`src/rtl/lls_pkg.sv`:
```
// Shared types for the companding frame sequencer.
package lls_pkg;
    // Frame phases in the order one frame visits them.
    typedef enum logic [2:0] {
        ST_IDLE  = 3'd0,
        ST_RST   = 3'd1,
        ST_INT   = 3'd2,
        ST_SWEEP = 3'd3,
        ST_FLUSH = 3'd4,
        ST_DONE  = 3'd5
    } seq_state_t;
endpackage

```
`src/rtl/lls_int_timer.sv`:
```
// Integration length generator and exposure counter.
// Holds the length of the current integration. The length is clamped at
// frame start and multiplied by the ratio (saturating) between integrations.
// Counts one exposure of that length. Assumes cfg_load, step_next and arm
// are never high in the same cycle.
module lls_int_timer #(
    parameter int T_W = 16,
    parameter int R_W = 4
) (
    input  logic           clk,
    input  logic           rst_n,
    input  logic           cfg_load,
    input  logic [T_W-1:0] base_in,
    input  logic [T_W-1:0] max_in,
    input  logic [R_W-1:0] ratio_in,
    input  logic           step_next,
    input  logic           arm,
    input  logic           run,
    output logic           expired
);
    localparam int P_W = T_W + R_W;

    logic [T_W-1:0] max_c, base_c, first_c, next_c;
    logic [T_W-1:0] max_q, cur_q, cnt_q;
    logic [R_W-1:0] ratio_q;
    logic [P_W-1:0] prod_c;

    // Clamp the raw configuration and form the next saturated length.
    always_comb begin
        max_c   = (max_in == '0) ? T_W'(1) : max_in;
        base_c  = (base_in == '0) ? T_W'(1) : base_in;
        first_c = (base_c > max_c) ? max_c : base_c;
        prod_c  = P_W'(cur_q) * P_W'(ratio_q);
        next_c  = (prod_c > P_W'(max_q)) ? max_q : prod_c[T_W-1:0];
    end

    // Keep the captured ceiling, ratio and current integration length.
    always_ff @(posedge clk) begin
        if (!rst_n) begin
            max_q   <= T_W'(1);
            ratio_q <= R_W'(1);
            cur_q   <= T_W'(1);
        end else if (cfg_load) begin
            max_q   <= max_c;
            ratio_q <= (ratio_in == '0) ? R_W'(1) : ratio_in;
            cur_q   <= first_c;
        end else if (step_next) begin
            cur_q   <= next_c;
        end
    end

    // Count down the cycles of the running exposure.
    always_ff @(posedge clk) begin
        if (!rst_n) begin
            cnt_q <= '0;
        end else if (arm) begin
            cnt_q <= cur_q;
        end else if (run && cnt_q > T_W'(1)) begin
            cnt_q <= cnt_q - T_W'(1);
        end
    end

    assign expired = run && (cnt_q <= T_W'(1));

    assert_len_within_max_R2: assert property (@(posedge clk) disable iff (!rst_n)
        cur_q <= max_q);

    assert_len_nondecreasing_R2: assert property (@(posedge clk) disable iff (!rst_n)
        step_next |=> cur_q >= $past(cur_q));
endmodule

```
`src/rtl/lls_ramp_seq.sv`:
```
// Ramp code stepper for the readout sweep.
// Captures the window at frame start, loads the lower limit at the start of
// each sweep, and advances on scan_done until the upper limit is reached.
// Assumes start and active never occur in the same cycle.
module lls_ramp_seq #(
    parameter int M_W = 7
) (
    input  logic           clk,
    input  logic           rst_n,
    input  logic           cfg_load,
    input  logic [M_W-1:0] lo_in,
    input  logic [M_W-1:0] hi_in,
    input  logic           start,
    input  logic           active,
    input  logic           scan_done,
    output logic [M_W-1:0] code,
    output logic           sweep_end
);
    logic [M_W-1:0] lo_q, hi_q, code_q;
    logic           at_top;

    assign at_top    = (code_q >= hi_q);
    assign sweep_end = active && scan_done && at_top;
    assign code      = code_q;

    // Capture the window limits for the whole frame.
    always_ff @(posedge clk) begin
        if (!rst_n) begin
            lo_q <= '0;
            hi_q <= '0;
        end else if (cfg_load) begin
            lo_q <= lo_in;
            hi_q <= hi_in;
        end
    end

    // Step the ramp code through the window.
    always_ff @(posedge clk) begin
        if (!rst_n) begin
            code_q <= '0;
        end else if (start) begin
            code_q <= lo_q;
        end else if (active && scan_done && !at_top) begin
            code_q <= code_q + M_W'(1);
        end
    end

    assert_ramp_floor_R3: assert property (@(posedge clk) disable iff (!rst_n)
        active |-> code_q >= lo_q);

    assert_ramp_ceiling_R3: assert property (@(posedge clk) disable iff (!rst_n)
        (active && lo_q <= hi_q) |-> code_q <= hi_q);
endmodule

```
`src/rtl/lls_pixel_map.sv`:
```
// Per-frame record of reported pixels and end-of-frame walk.
// Accepts an event only during a sweep and only for a pixel not yet reported.
// During the flush it visits every address once and flags the ones never
// reported. Assumes sweeping and flush_run are never high together.
module lls_pixel_map #(
    parameter  int COLS = 8,
    parameter  int ROWS = 8,
    localparam int X_W  = $clog2(COLS),
    localparam int Y_W  = $clog2(ROWS),
    localparam int NPIX = COLS * ROWS,
    localparam int A_W  = $clog2(NPIX)
) (
    input  logic           clk,
    input  logic           rst_n,
    input  logic           clear,
    input  logic           evt_valid,
    input  logic [X_W-1:0] evt_x,
    input  logic [Y_W-1:0] evt_y,
    input  logic           sweeping,
    input  logic           flush_run,
    output logic           hit,
    output logic           flush_emit,
    output logic           flush_last,
    output logic [A_W-1:0] flush_idx
);
    logic [NPIX-1:0] read_q;
    logic [A_W-1:0]  idx_q, evt_addr;
    logic            in_range;

    // Decode the event address and decide whether the event is accepted.
    always_comb begin
        in_range   = (int'(evt_x) < COLS) && (int'(evt_y) < ROWS);
        evt_addr   = A_W'(int'(evt_y) * COLS + int'(evt_x));
        hit        = sweeping && evt_valid && in_range && !read_q[evt_addr];
        flush_emit = flush_run && !read_q[idx_q];
        flush_last = flush_run && (idx_q == A_W'(NPIX - 1));
    end

    assign flush_idx = idx_q;

    // Mark reported pixels and advance the flush walk.
    always_ff @(posedge clk) begin
        if (!rst_n || clear) begin
            read_q <= '0;
            idx_q  <= '0;
        end else begin
            if (hit) begin
                read_q[evt_addr] <= 1'b1;
            end
            if (flush_run && !flush_last) begin
                idx_q <= idx_q + A_W'(1);
            end
        end
    end

    assert_marks_only_grow_R6: assert property (@(posedge clk) disable iff (!rst_n)
        !clear |=> $countones(read_q) >= $past($countones(read_q)));

    assert_flush_apart_from_events_R7: assert property (@(posedge clk) disable iff (!rst_n)
        !(hit && flush_emit));
endmodule

```
`src/rtl/lls_frame_seq.sv`:
```
// Companding frame sequencer, top level.
// Runs reset/integrate/sweep once per integration, then a flush that emits
// zero words, then a one-cycle done pulse. Packs each accepted event into an
// inverted-segment exponent plus ramp-code mantissa. All outputs come from
// registers. Assumes the readout raises at most one event per cycle.
module lls_frame_seq
    import lls_pkg::*;
#(
    parameter  int COLS   = 8,
    parameter  int ROWS   = 8,
    parameter  int OUT_W  = 10,
    parameter  int SEG_W  = 3,
    parameter  int T_W    = 16,
    parameter  int R_W    = 4,
    localparam int X_W    = $clog2(COLS),
    localparam int Y_W    = $clog2(ROWS),
    localparam int MANT_W = OUT_W - SEG_W,
    localparam int N_W    = SEG_W + 1
) (
    input  logic              clk,
    input  logic              rst_n,
    input  logic              frame_start,
    input  logic [N_W-1:0]    num_int,
    input  logic [T_W-1:0]    base_time,
    input  logic [R_W-1:0]    time_ratio,
    input  logic [T_W-1:0]    max_time,
    input  logic [MANT_W-1:0] win_lo,
    input  logic [MANT_W-1:0] win_hi,
    input  logic              scan_done,
    input  logic              evt_valid,
    input  logic [X_W-1:0]    evt_x,
    input  logic [Y_W-1:0]    evt_y,
    output logic              shutter_rst,
    output logic              integrating,
    output logic              ramp_active,
    output logic [MANT_W-1:0] ramp_code,
    output logic              out_valid,
    output logic [X_W-1:0]    out_x,
    output logic [Y_W-1:0]    out_y,
    output logic [OUT_W-1:0]  out_word,
    output logic              frame_done
);
    localparam int NSEG = 1 << SEG_W;
    localparam int NPIX = COLS * ROWS;
    localparam int A_W  = $clog2(NPIX);

    seq_state_t        state_q, state_d;
    logic [SEG_W-1:0]  k_q;
    logic [N_W-1:0]    n_q, n_c;
    logic              cfg_load, arm, run, ramp_start, step_next, last_int;
    logic              expired, sweep_end, hit, flush_emit, flush_last;
    logic              sweeping, flush_run;
    logic [A_W-1:0]    flush_idx;
    logic [SEG_W-1:0]  seg_c;

    assign sweeping  = (state_q == ST_SWEEP);
    assign flush_run = (state_q == ST_FLUSH);
    assign last_int  = ({1'b0, k_q} == (n_q - N_W'(1)));
    assign seg_c     = SEG_W'(NSEG - 1) - k_q;

    // Clamp the requested integration count into 1..NSEG.
    always_comb begin
        if (num_int == '0) begin
            n_c = N_W'(1);
        end else if (num_int > N_W'(NSEG)) begin
            n_c = N_W'(NSEG);
        end else begin
            n_c = num_int;
        end
    end

    // Frame phase transitions and the one-cycle strobes for the sub-blocks.
    always_comb begin
        state_d    = state_q;
        cfg_load   = 1'b0;
        arm        = 1'b0;
        run        = 1'b0;
        ramp_start = 1'b0;
        step_next  = 1'b0;
        case (state_q)
            ST_IDLE: begin
                if (frame_start) begin
                    cfg_load = 1'b1;
                    state_d  = ST_RST;
                end
            end
            ST_RST: begin
                arm     = 1'b1;
                state_d = ST_INT;
            end
            ST_INT: begin
                run = 1'b1;
                if (expired) begin
                    ramp_start = 1'b1;
                    state_d    = ST_SWEEP;
                end
            end
            ST_SWEEP: begin
                if (sweep_end) begin
                    if (last_int) begin
                        state_d = ST_FLUSH;
                    end else begin
                        step_next = 1'b1;
                        state_d   = ST_RST;
                    end
                end
            end
            ST_FLUSH: begin
                if (flush_last) begin
                    state_d = ST_DONE;
                end
            end
            ST_DONE: state_d = ST_IDLE;
            default: state_d = ST_IDLE;
        endcase
    end

    // Phase register, integration index and captured integration count.
    always_ff @(posedge clk) begin
        if (!rst_n) begin
            state_q <= ST_IDLE;
            k_q     <= '0;
            n_q     <= N_W'(1);
        end else begin
            state_q <= state_d;
            if (cfg_load) begin
                k_q <= '0;
                n_q <= n_c;
            end else if (step_next) begin
                k_q <= k_q + SEG_W'(1);
            end
        end
    end

    // Register the pixel word for an accepted event or a flushed pixel.
    always_ff @(posedge clk) begin
        if (!rst_n) begin
            out_valid <= 1'b0;
            out_x     <= '0;
            out_y     <= '0;
            out_word  <= '0;
        end else begin
            out_valid <= hit || flush_emit;
            if (hit) begin
                out_x    <= evt_x;
                out_y    <= evt_y;
                out_word <= {seg_c, ramp_code};
            end else if (flush_emit) begin
                out_x    <= X_W'(int'(flush_idx) % COLS);
                out_y    <= Y_W'(int'(flush_idx) / COLS);
                out_word <= '0;
            end
        end
    end

    assign shutter_rst = (state_q == ST_RST);
    assign integrating = (state_q == ST_INT);
    assign ramp_active = sweeping;
    assign frame_done  = (state_q == ST_DONE);

    lls_int_timer #(.T_W(T_W), .R_W(R_W)) timer_i (
        .clk       (clk),
        .rst_n     (rst_n),
        .cfg_load  (cfg_load),
        .base_in   (base_time),
        .max_in    (max_time),
        .ratio_in  (time_ratio),
        .step_next (step_next),
        .arm       (arm),
        .run       (run),
        .expired   (expired)
    );

    lls_ramp_seq #(.M_W(MANT_W)) ramp_i (
        .clk       (clk),
        .rst_n     (rst_n),
        .cfg_load  (cfg_load),
        .lo_in     (win_lo),
        .hi_in     (win_hi),
        .start     (ramp_start),
        .active    (sweeping),
        .scan_done (scan_done),
        .code      (ramp_code),
        .sweep_end (sweep_end)
    );

    lls_pixel_map #(.COLS(COLS), .ROWS(ROWS)) map_i (
        .clk        (clk),
        .rst_n      (rst_n),
        .clear      (cfg_load),
        .evt_valid  (evt_valid),
        .evt_x      (evt_x),
        .evt_y      (evt_y),
        .sweeping   (sweeping),
        .flush_run  (flush_run),
        .hit        (hit),
        .flush_emit (flush_emit),
        .flush_last (flush_last),
        .flush_idx  (flush_idx)
    );

    assert_one_phase_output_R1: assert property (@(posedge clk) disable iff (!rst_n)
        $onehot0({shutter_rst, integrating, ramp_active, frame_done}));

    assert_reset_then_integrate_R1: assert property (@(posedge clk) disable iff (!rst_n)
        shutter_rst |=> integrating);

    assert_word_from_sweep_or_flush_R4: assert property (@(posedge clk) disable iff (!rst_n)
        out_valid |-> ($past(state_q) == ST_SWEEP || $past(state_q) == ST_FLUSH));

    assert_busy_start_ignored_R8: assert property (@(posedge clk) disable iff (!rst_n)
        (frame_start && state_q == ST_INT) |=> !shutter_rst);
endmodule

```
`config.mk`:
```
export PLATFORM = sky130hd
export DESIGN_NAME = lls_frame_seq
export DESIGN_NICKNAME = d
export VERILOG_FILES = /design/src/rtl/lls_pkg.sv /design/src/rtl/lls_int_timer.sv /design/src/rtl/lls_ramp_seq.sv /design/src/rtl/lls_pixel_map.sv /design/src/rtl/lls_frame_seq.sv
export SDC_FILE = /design/constraint.sdc
export NUM_CORES = 1
export LEC_CHECK = 0
export ABC_AREA = 1
export BUFFER_PORTS_ARGS = -buffer_cell sky130_fd_sc_hd__buf_4
export CORE_UTILIZATION = 65
export CTS_BUF_LIST = sky130_fd_sc_hd__clkbuf_8
export DETAILED_ROUTE_END_ITERATION = 6
export PLACE_DENSITY = 0.82
export SETUP_SLACK_MARGIN = 0.2
export SLEW_MARGIN = 20
export SYNTH_ARGS = -nofsm -noshare
export SYNTH_HDL_FRONTEND = slang
export SYNTH_SLANG_ARGS = --single-unit
export TNS_END_PERCENT = 1
```
`constraint.sdc`:
```
create_clock -name clk -period 7.7 [get_ports clk]
set_input_delay 1.54 -clock clk [delete_from_list [all_inputs] [get_ports clk]]
set_output_delay 1.54 -clock clk [all_outputs]
set_load 0.02 [all_outputs]
```
== After elaboration in Yosys (flattened, before gate mapping) ==
Cells that the tools add are included.

* Output and inout bits: 28
* Input port bits: 65
* Bits in registers: 170

* Reduce and logical (&&, ||, !) cells: 29
* Multiplexer cells: 40
* Equal/unequal tests: 11
* Bitwise logic cells: 2
* Multipliers: 1
* Add/sub/neg operators: 7
* Magnitude comparators: 9

{| class="wikitable"
|+ Operators by type and width
! cell !! count
|-
| $mux W16 || 8
|-
| $or A64 B64 Y64 || 1
|-
| $logic_not A16 Y1 || 2
|-
| $mux W3 || 9
|-
| $gt A20 B16 Y1 || 1
|-
| $mul A16 B4 Y20 || 1
|-
| $mux W10 || 2
|-
| $gt A16 B1 Y1 const B || 1
|-
| $gt A16 B16 Y1 || 1
|-
| $le A16 B1 Y1 const B || 1
|-
| $sub A16 B1 Y16 const B || 1
|-
| $pmux W3 S5 || 1
|-
| $lt A6 B7 Y1 const B || 2
|-
| $mux W7 || 2
|-
| $bmux W1 S6 || 2
|-
| $mux W1 || 12
|-
| $mux W4 || 3
|-
| $logic_and A1 B1 Y1 || 11
|-
| $logic_not A4 Y1 || 2
|-
| $reduce_bool A2 Y1 || 4
|-
| $add A7 B1 Y7 const B || 1
|-
| $ge A7 B7 Y1 || 1
|-
| $add A6 B1 Y6 const B || 1
|-
| $add A6 B3 Y6 || 1
|-
| other kinds (19) || 28
|}

== Longest topological paths before layout ==
Gate-level depths: netlist of run 1.

* Depth in word-level cells: 7
* Mapped depth: 35
* Gate-level depth less buffers: 32

== Cells and area by module ==
A second synthesis of run 1 with hierarchy kept.

* Cell total of the unflattened synthesis: 2014
* Area, all modules: 13025.0 sq um

{| class="wikitable"
|+ By module, submodules not included
! module !! times used !! area an instance (sq um) !! cells each !! sequential area each (sq um)
|-
| lls_int_timer || 1 || 6188.4 || 981 || 1041.0
|-
| lls_pixel_map || 1 || 4361.7 || 672 || 1401.3
|-
| lls_frame_seq || 1 || 1313.8 || 194 || 540.5
|-
| lls_ramp_seq || 1 || 1161.1 || 167 || 420.4
|}

== Worst setup path after synthesis of run 1 ==
OpenSTA, ideal clock, no wires.

* Path kind: register to register
* From: register timer_i.ratio_q[3]
* To: register timer_i.cur_q[10]
* Clock period less this slack: 4884 ps
* Cell stages (with the launch flop): 33
* Required time: 7591 ps
* Setup slack: 2816 ps
* Arrival: 4775 ps
* Cells stage by stage: dfxtp_1 -> clkbuf_1 -> clkbuf_1 -> nand2_1 -> fa_1 -> fa_1 -> inv_1 -> ha_1 -> or2_2 -> and2_1 -> a21oi_1 -> o21ai_0 -> xor2_1 -> inv_1 -> ha_1 -> nand2_1 -> inv_1 -> nand2_1 -> nor2_1 -> nand2_1 -> nand3_1 -> nand2_1 -> nand2_1 -> nand2_1 -> nand3_1 -> inv_1 -> nand2_1 -> clkbuf_1 -> nand2_1 -> nand3_1 -> nand3_1 -> nand2_1 -> inv_1

* Word-level cells in the longest chain between the ends: 5

{| class="wikitable"
|+ Ends and longest elaborated chain
! element !! line !! source
|-
| start: declaration || lls_int_timer.sv:25 || <nowiki>logic [R_W-1:0] ratio_q;</nowiki>
|-
| start signal: assignment || lls_int_timer.sv:45 || <nowiki>ratio_q <= (ratio_in == '0) ? R_W'(1) : ratio_in;</nowiki>
|-
| $mul A16 B4 Y20 (*) || lls_int_timer.sv:33 || <nowiki>prod_c = P_W'(cur_q) * P_W'(ratio_q);</nowiki>
|-
| $gt A20 B16 Y1 || lls_int_timer.sv:34 || <nowiki>next_c = (prod_c > P_W'(max_q)) ? max_q : prod_c[T_W-1:0];</nowiki>
|-
| $mux W16 (*) || lls_int_timer.sv:34 ||
|-
| $mux W16 (*) || lls_int_timer.sv:47 || <nowiki>end else if (step_next) begin</nowiki>
|-
| $mux W16 (*) || lls_int_timer.sv:43 || <nowiki>end else if (cfg_load) begin</nowiki>
|-
| end signal: assignment || lls_int_timer.sv:46 || <nowiki>cur_q <= first_c;</nowiki>
|-
| end signal: assignment || lls_int_timer.sv:48 || <nowiki>cur_q <= next_c;</nowiki>
|-
| end: declaration || lls_int_timer.sv:24 || <nowiki>logic [T_W-1:0] max_q, cur_q, cnt_q;</nowiki>
|}

Mark *: on every way between the ends. The rest lies on a longest branch, timed or not. The select of a mux whose other input is x is not followed.
A chain may end at the register's enable or synchronous reset.

== Worst setup path after layout of run 1 ==
* From: register timer_i.ratio_q[2]
* To: register timer_i.cur_q[12]

The elaborated chain is that of the path after synthesis.

==> results of run 1 <==
critical path, delay by kind of cell, from the launching register on:
kind | cells | cell delay (ns)
adders and majority gates | 4 | 1.60
buffers and inverters | 4 | 0.18
xor gates and xnor gates | 1 | 0.20
DFF | 1 | 0.75
and+or+nand+nor | 17 | 2.24
AOI/OAI and AO/OA | 2 | 0.38
flip-flops by register name, summed over array words and instances, names as in the netlist:
register,cells
out_valid,1
out_x,3
out_y,3
timer_i.cnt_q,16
state_q,3
timer_i.ratio_q,4
map_i.read_q,64
ramp_i.hi_q,7
ramp_i.code,7
k_q,3
timer_i.max_q,16
timer_i.cur_q,16
map_i.flush_idx,6
ramp_i.lo_q,7
n_q,4
out_word,10
worst max path at each step:
stage,startpoint,end,cells past startpoint
floorplan,timer_i.ratio_q[3],timer_i.cur_q[10],32
global placement,timer_i.ratio_q[3],timer_i.cur_q[14],25
detailed placement,timer_i.ratio_q[2],timer_i.cur_q[12],28
CTS,timer_i.ratio_q[2],timer_i.cur_q[12],28
global route,timer_i.ratio_q[2],timer_i.cur_q[15],28
finish,timer_i.ratio_q[2],timer_i.cur_q[12],28
cells in the mapped netlist, types with 28 or more instances:
cell	number	area (um2)
inv_1	345	1290
fa_1	28	561
clkbuf_1	70	263
o22ai_1	37	231
ha_1	69	863
nand2_1	465	1750
o211ai_1	30	225
dfxtp_1	170	3400
a21oi_1	163	816
o21ai_0	75	375
nand3_1	118	591
nor2_1	129	484
metal layers:
metal  up-vias  wire length (um)  track usage [%]
li1       5967                 -                -
met1      5443             12900             40.2
met2       378             14800             55.9
met3        65              1610             4.57
met4         0               855             13.6
met5         -                 0                0
stage by stage:
step | hold slack (ns) | instance area [um2]
finish | 0.466 | 13100
detailed placement | 0.455 | 12600
CTS | 0.470 | 13100
global placement | 0.449 | 12600
floorplan | 0.441 | 12000
global route | 0.481 | 13100
where the power goes:
group / internal, mW / switching (mW) / leakage [nW]
logic: 0.679 / 1.26 / 4.66
clock network: 0.311 / 0.369 / 0.206
registers: 1.00 / 0.162 / 1.38
total: 1.99 / 1.79 / 6.24
area by class of cell:
cell class | instances | area, um2 | area share [%]
repair buffers | 98 | 736 | 5.63
well taps | 229 | 287 | 2.19
multi-input cells | 1245 | 6860 | 52.5
clock inverters | 14 | 176 | 1.35
clock buffers | 18 | 248 | 1.90
flip-flops and latches | 170 | 3410 | 26.1
inverters | 358 | 1340 | 10.3
cell families (layout without fill, tap and decap cells):
family / Yosys count / count (layout) / synth area share, %
AND/OR/NAND/NOR: 783 / 783 / 27.5
buffers and inverters: 447 / 488 / 14.6
XOR/XNOR: 26 / 26 / 1.90
AO/OA/AOI/OAI: 339 / 339 / 15.8
flip-flops: 170 / 170 / 28.4
adder cells (fa/ha/maj): 97 / 97 / 11.9
==> impl_metrics.json, run 1 <==
{
  "postCtsSetupBuffers": 0,
  "path_clk_slew_ns": 0.10,
  "synthArstFlopShare_pct": 0,
  "crit_path_end_kind": "flop",
  "diodes": 0,
  "clock_latency_ns": 0.49,
  "slew_headroom_pct": 26.5,
  "die_h_um": 138,
  "gp_congestion": 0.943,
  "crit_path_frequent_cell": "nand2_1",
  "die-area_um2": 19000,
  "final_cells": 2132,
  "cts.path.max_buffers": 2,
  "hold_viol_final": 0,
  "fill_cells": 1618,
  "die_x_um": 138,
  "power_mw": 3.78,
  "mostFrequentLayoutCells": "nand2_1, inv_1, dfxtp_1",
  "globalRouteOverflowTotal": 0,
  "reg2reg_from": "timer_i.ratio_q[2]",
  "num_io_pins": 93,
  "synth_flop_cell": "dfxtp_1",
  "antenna_left": 0,
  "drc_errors": 0,
  "htreeDepth": 4,
  "crit_fanout": 20,
  "yosysUniqueCellTypes": 46,
  "synth_edf_count": 0,
  "cellLeakagePower_nw": 6.24,
  "core_um2": 18000,
  "nNetsFinal": 2052,
  "reg2reg_slack_ns": 2.25,
  "cts_sinks": 170,
  "holdPathStages": 2,
  "finalSetupTns_ns": 0,
  "dr.pass1.iters": 5,
  "cts-root-buf": "clkbuf_8",
  "tritoncts": "built",
  "synth.avg_cell_area_um2": 6.44,
  "initial_core_util_pct": 66.6,
  "placed_cells": 2100,
  "hold_buffers": 0,
  "fin_util_pct": 72.4,
  "grt_usage_pct": 32.4,
  "grt_max_degree": 69,
  "fin_skew_ns": 0.0245,
  "pre_cts_ws_ns": 2.00,
  "crit_type": "flop to flop",
  "ys_warn_count": 0,
  "portBuffers": 92,
  "worst_pin_slew_ns": 1.10,
  "drtIter0Drc": 786,
  "synth.yosys.seq_area_share_pct": 28.4,
  "drt-wirelength-per-cell_um": 14.1,
  "synth_cells": 1862,
  "cts-buffers-inserted": 17,
  "dp_hpwl_um": 21800,
  "final_common_cell": "nand2_1",
  "grt_pass1_wl_um": 48900,
  "period_share_pct": 70.8,
  "holdPathEnd": "ramp_i.lo_q[4]",
  "timing.final.ws_setup_ns": 2.25,
  "antenna_found_initial": 0,
  "crit_slowest_cell": "dfxtp_1",
  "ir_drop_v": 0.000379,
  "hp-start": "ramp_i.lo_q[4]",
  "vias_per_cell": 5.56,
  "max_freq_ghz": 0.184,
  "worstPathRequired_ns": 8.08,
  "drv_slew": 0,
  "p_per_area_nw_per_um2": 289,
  "vias": 11900,
  "placementRows": 49,
  "setup_viol": 0,
  "critPathMaxStageDelay_ns": 0.75,
  "hold_class": "flop to flop",
  "ys_ff_latch": 170,
  "finalWirelength_um": 30100,
  "start_kind": "flop",
  "worstReg2RegEnd": "timer_i.cur_q[12]",
  "synth.cell_area_um2": 12000,
  "ctsResizeCount": 0,
  "drive_above_1_share_pct": 8.36,
  "finalCriticalPeriod_ns": 5.45,
  "r2r_cells": 28,
  "syn2layout_area_growth_pct": 8.82,
  "syn_nets": 2024,
  "status": "complete, no violations",
  "rsz0062_at_grt": "no",
  "max_cap_violations": 0,
  "first_global_vias": 10600,
  "cp_data_arrival_time_ns": 5.83
}
No activity file was read; power rests on OpenSTA's default activity.
==> run 2, diff against run 1 <==
--- a/config.mk
+++ b/config.mk
@@ -7,10 +7,10 @@
 export LEC_CHECK = 0
 export ABC_AREA = 1
 export BUFFER_PORTS_ARGS = -buffer_cell sky130_fd_sc_hd__buf_4
-export CORE_UTILIZATION = 65
+export CORE_UTILIZATION = 57
 export CTS_BUF_LIST = sky130_fd_sc_hd__clkbuf_8
 export DETAILED_ROUTE_END_ITERATION = 6
-export PLACE_DENSITY = 0.82
+export PLACE_DENSITY = 0.76
 export SETUP_SLACK_MARGIN = 0.2
 export SLEW_MARGIN = 20
 export SYNTH_ARGS = -nofsm -noshare
==> constraint.sdc (replaced) <==
create_clock -name clk -period 4.55 [get_ports clk]
set_input_delay 0.91 -clock clk [delete_from_list [all_inputs] [get_ports clk]]
set_output_delay 0.91 -clock clk [all_outputs]
set_load 0.02 [all_outputs]
==> impl_metrics.json, run 2 (synthesis results as in run 1) <==
{
  "grt_usage_pct": 31.1,
  "cp_data_arrival_time_ns": 5.03,
  "top_register": "map_i.read_q",
  "crit_slowest_cell": "fa_1",
  "rsz0062_at_grt": "yes",
  "start_kind": "flop",
  "critPathMaxStageDelay_ns": 0.51,
  "combPwrFrac_pct": 60.4,
  "nNetsFinal": 2097,
  "drt-wirelength-per-cell_um": 15.0,
  "crit_path_start": "timer_i.ratio_q[3]",
  "antenna_found_initial": 0,
  "die_h_um": 147,
  "htreeDepth": 4,
  "dp_hpwl_um": 23100,
  "slew_headroom_pct": 34.7,
  "grt_pass1_wl_um": 54500,
  "hold_class": "flop to flop",
  "dr.pass1.iters": 7,
  "max_freq_ghz": 0.215,
  "largest_register_ffs": 64,
  "portBuffers": 92,
  "intPower_mw": 4.19,
  "crit_path_frequent_cell": "nand2_2",
  "reg2reg_from": "timer_i.ratio_q[3]",
  "finalWirelength_um": 33300,
  "drtIter0Drc": 901,
  "worst_pin_slew_ns": 0.977,
  "setup_viol": 16,
  "netSwitchingPower_mw": 3.63,
  "design_area_um2": 13900,
  "worstPathRequired_ns": 4.94,
  "crit_fanout": 6,
  "clock_latency_ns": 0.49,
  "status": "complete, but fails checks",
  "num_io_pins": 93,
  "grt_max_degree": 69,
  "max_cap_violations": 0,
  "ir_drop_v": 0.00122,
  "fill_cells": 1830,
  "first_global_vias": 11500,
  "drive_above_1_share_pct": 14.2,
  "pwr-share-clk_pct": 14.9,
  "vias": 12200,
  "cts-buffers-inserted": 17,
  "path_clk_slew_ns": 0.12,
  "crit_family": "simple AND/OR/NAND/NOR gates",
  "diodes": 0,
  "fin_util_pct": 68.2,
  "fin_skew_ns": 0.0244,
  "gp_congestion": 0.938,
  "violations": "negative setup slack",
  "drv_slew": 0,
  "dpl-instance-area_um2": 13000,
  "cts-root-buf": "clkbuf_8",
  "finalCriticalPeriod_ns": 4.65,
  "mostFrequentLayoutCells": "nand2_1, inv_1, dfxtp_1",
  "p_per_area_nw_per_um2": 561,
  "cellLeakagePower_nw": 6.55,
  "hold_slack_ns": 0.475,
  "die-area_um2": 21600,
  "die_x_um": 147,
  "vias_per_cell": 5.50,
  "initial_core_util_pct": 58.7,
  "crit_type": "flop to flop",
  "placementRows": 52,
  "timing.final.ws_setup_ns": -0.0986,
  "seq_power_share_pct": 24.7,
  "drc_errors": 0,
  "hold_viol_final": 0,
  "period_share_pct": 102,
  "worst-path-buf-inv": 9,
  "antenna_left": 0,
  "cts_sinks": 170,
  "crit_path_end_kind": "flop",
  "switching_share_pct": 46.4,
  "hp-start": "ramp_i.lo_q[2]",
  "power_mw": 7.81,
  "final_common_cell": "nand2_1",
  "finalSetupTns_ns": -1.22,
  "cts.path.max_buffers": 2,
  "core_um2": 20400,
  "syn2layout_area_growth_pct": 16.1,
  "tritoncts": "built",
  "globalRouteOverflowTotal": 0
}
[run 2: changes by cell type in the layout (fill, tap and decap cells not counted), moves of 9 or more]
cell	before	now
buf_4	98	131
ha_1	69	55
ha_4	0	13
inv_1	345	336
nand2_1	464	448
nand2_2	1	14
[run 2: timing repair]
item                                    in CTS  in global routing
hold buffers                                 0                  0
cloned                                       3                  0
pin swaps                                   30                 24
endpoints found under the setup margin      16                 16
gates resized for setup                     66                 24
buffers inserted                            13                  2
[run 2: final timing paths]
check	endpoint	slack [ns]	cells after the start
setup / recovery	timer_i.cur_q[7]	-0.1	33
hold / removal	ramp_i.lo_q[2]	0.47	2
setup reg to reg	timer_i.cur_q[7]	-0.1	33
hold reg to reg	ramp_i.lo_q[2]	0.47	2
[run 2: power groups by stage]
stage	registers, mW	clock network, mW	logic (mW)
final	1.93	1.16	4.72
after detailed placement	1.95	0	3.62
after global placement	1.95	0	3.53
after global routing	1.95	1.24	5.18
after floorplan	1.88	0	2.67
after CTS	1.92	1.17	4.53
[run 2: area by class of cell]
type	instances	area, um2	share of cell area [%]
multi-input combinational	1245	7230	51.9
tap	270	338	2.42
sequential	170	3430	24.6
clock inverter	15	193	1.38
inverter	358	1340	9.64
clock buffer	17	234	1.68
timing repair buffer	143	1170	8.40
[run 2: routing by layer]
metal  vias up  track usage [%]  routed length (um)
met5         -                0                   0
met4         0             14.7                1310
met3        86             4.25                1980
met2       430             52.9               16100
met1      5630             38.7               14000
li1       6043                -                   -
[run 2: metrics by stage]
stage | setup WS (ns) | std cells
5_1_grt | -0.377 | 2218
3_3_place_gp | -0.0914 | 2168
3_5_place_dp | -0.165 | 2168
6_report | -0.0986 | 2218
2_1_floorplan | 0.203 | 1862
4_1_cts | -0.00583 | 2216
[run 2: worst reg2reg max path: cells and delay by family, from the launching register on]
| kind | cells | cell delay, ns |
|---|---|---|
| XOR/XNOR | 1 | 0.19 |
| AND/OR/NAND/NOR | 17 | 1.53 |
| buffers and inverters | 9 | 0.73 |
| AO/OA/AOI/OAI | 2 | 0.27 |
| adder cells (fa/ha/maj) | 4 | 1.48 |
| flip-flops | 1 | 0.39 |
==> run 3, diff against run 2 <==
--- a/config.mk
+++ b/config.mk
@@ -7,6 +7,7 @@
 export LEC_CHECK = 0
 export ABC_AREA = 1
 export BUFFER_PORTS_ARGS = -buffer_cell sky130_fd_sc_hd__buf_4
+export CORE_MARGIN = 2
 export CORE_UTILIZATION = 57
 export CTS_BUF_LIST = sky130_fd_sc_hd__clkbuf_8
 export DETAILED_ROUTE_END_ITERATION = 6
==> impl_metrics.json, run 3 (synthesis results as in run 1) <==
{
  "crit_path_end_kind": "flop",
  "cts-buffers-inserted": 17,
  "fin_util_pct": 67.1,
  "drtIter0Drc": 872,
  "met1Wirelength_um": 13900,
  "top_layer": "met4",
  "drc_errors": 6,
  "slew_headroom_pct": 33.7,
  "dp_hpwl_um": 23700,
  "vias_per_cell": 5.49,
  "finalWirelength_um": 33300,
  "placementRows": 53,
  "crit_slowest_cell": "fa_1",
  "initial_core_util_pct": 57.6,
  "max_freq_ghz": 0.218,
  "period_share_pct": 101,
  "violations": "design-rule violations, negative setup slack",
  "pwr-share-clk_pct": 15.7,
  "num_io_pins": 93,
  "first_global_vias": 11500,
  "vias": 12200,
  "fill_cells": 1887,
  "syn2layout_area_growth_pct": 16.4,
  "p_per_area_nw_per_um2": 543,
  "worst_pin_slew_ns": 0.992,
  "cellLeakagePower_nw": 6.50,
  "critPathMaxStageDelay_ns": 0.54,
  "path_clk_slew_ns": 0.11,
  "antenna_left": 0,
  "worstPathRequired_ns": 4.92,
  "hold_buffers": 0,
  "cp_data_arrival_time_ns": 4.95,
  "mostFrequentLayoutCells": "nand2_1, inv_1, dfxtp_1",
  "htreeDepth": 4,
  "largest_register_ffs": 64,
  "start_kind": "flop",
  "gp_congestion": 0.923,
  "antenna_found_initial": 0,
  "hold_class": "flop to flop",
  "seq_power_share_pct": 25.5,
  "ir_drop_v": 0.000726,
  "hold_viol_final": 0,
  "nNetsFinal": 2093,
  "grt_max_degree": 69,
  "dr_wl_met2_um": 16400,
  "clock_latency_ns": 0.48,
  "met3_length_um": 1830,
  "switching_share_pct": 47.0,
  "top_register": "map_i.read_q",
  "setup_viol": 3,
  "max_cap_violations": 0,
  "intPower_mw": 4.01,
  "drv_slew": 0,
  "fin_skew_ns": 0.0205,
  "final_common_cell": "nand2_1",
  "tritoncts": "built",
  "crit_path_frequent_cell": "nand2_1",
  "die-area_um2": 22200,
  "grt_usage_pct": 29.9,
  "dr.pass1.iters": 7,
  "finalCriticalPeriod_ns": 4.58,
  "cts-root-buf": "clkbuf_8",
  "cts.path.max_buffers": 2,
  "pre_cts_ws_ns": -0.224,
  "crit_type": "flop to flop",
  "diodes": 0,
  "core_um2": 20800,
  "rsz0062_at_grt": "yes",
  "portBuffers": 92,
  "cts_sinks": 170,
  "netSwitchingPower_mw": 3.56,
  "grt_pass1_wl_um": 54000,
  "timing.final.ws_setup_ns": -0.0317,
  "drive_above_1_share_pct": 14.2,
  "status": "complete, but fails checks",
  "globalRouteOverflowTotal": 0,
  "die_x_um": 149,
  "drt-wirelength-per-cell_um": 15.0,
  "combPwrFrac_pct": 58.8,
  "die_h_um": 149,
  "crit_fanout": 6
}
[run 3: repair_timing]
| action | 4_1_cts | 5_1_grt |
|---|---|---|
| gates resized for setup | 21 | 74 |
| buffers inserted | 1 | 11 |
| cloned | 0 | 2 |
| setup endpoints to repair | 16 | 16 |
| pin swaps | 2 | 35 |
[run 3: layout make-up]
type | count | area (um2) | area share, %
multi-input combinational | 1245 | 7290 | 52.2
tap | 275 | 344 | 2.46
inverter | 358 | 1340 | 9.62
clock buffer | 17 | 234 | 1.68
timing repair buffer | 139 | 1100 | 7.89
sequential | 170 | 3430 | 24.5
clock inverter | 15 | 219 | 1.57
[run 3: through the flow]
stage          instances  cell area [um2]  power, mW  TNS [ns]  hold slack (ns)
5_1_grt             2219            14000       8.16     -3.12            0.494
3_5_place_dp        2173            13000       5.59     -2.63            0.455
6_report            2219            14000       7.58   -0.0683            0.470
3_3_place_gp        2173            13000       5.51    -0.972            0.449
4_1_cts             2206            13500       6.89         0            0.471
2_1_floorplan       1862            12100       4.55         0            0.441
[run 3: path summary, 6_finish.rpt]
path,from,to,slack [ns],cells past startpoint
max,timer_i.ratio_q[3],timer_i.cur_q[0],-0.03,29
min,ramp_i.lo_q[0],ramp_i.lo_q[0],0.47,2
max reg2reg,timer_i.ratio_q[3],timer_i.cur_q[0],-0.03,29
min reg2reg,ramp_i.lo_q[0],ramp_i.lo_q[0],0.47,2
[run 3: routing by layer]
layer / GRT usage (%) / vias up
met3: 4.65 / 76
met2: 52.5 / 393
li1: - / 6054
met4: 12.5 / 0
met5: 0 / -
met1: 36.5 / 5668
[run 3: power groups by stage]
stage | clock network, mW | registers [mW] | logic, mW
global placement | 0 | 1.95 | 3.56
detailed placement | 0 | 1.95 | 3.64
CTS | 1.20 | 1.92 | 3.76
finish | 1.19 | 1.93 | 4.46
global route | 1.26 | 1.95 | 4.95
floorplan | 0 | 1.88 | 2.67
[run 3: critical path, delay by kind of cell, from the launching register on]
family | cells | cell delay, ns
xor gates and xnor gates | 1 | 0.18
and+or+nand+nor | 15 | 1.26
buffers and inverters | 8 | 0.82
adders and majority gates | 4 | 1.62
DFF | 1 | 0.37
AOI/OAI and AO/OA | 1 | 0.24
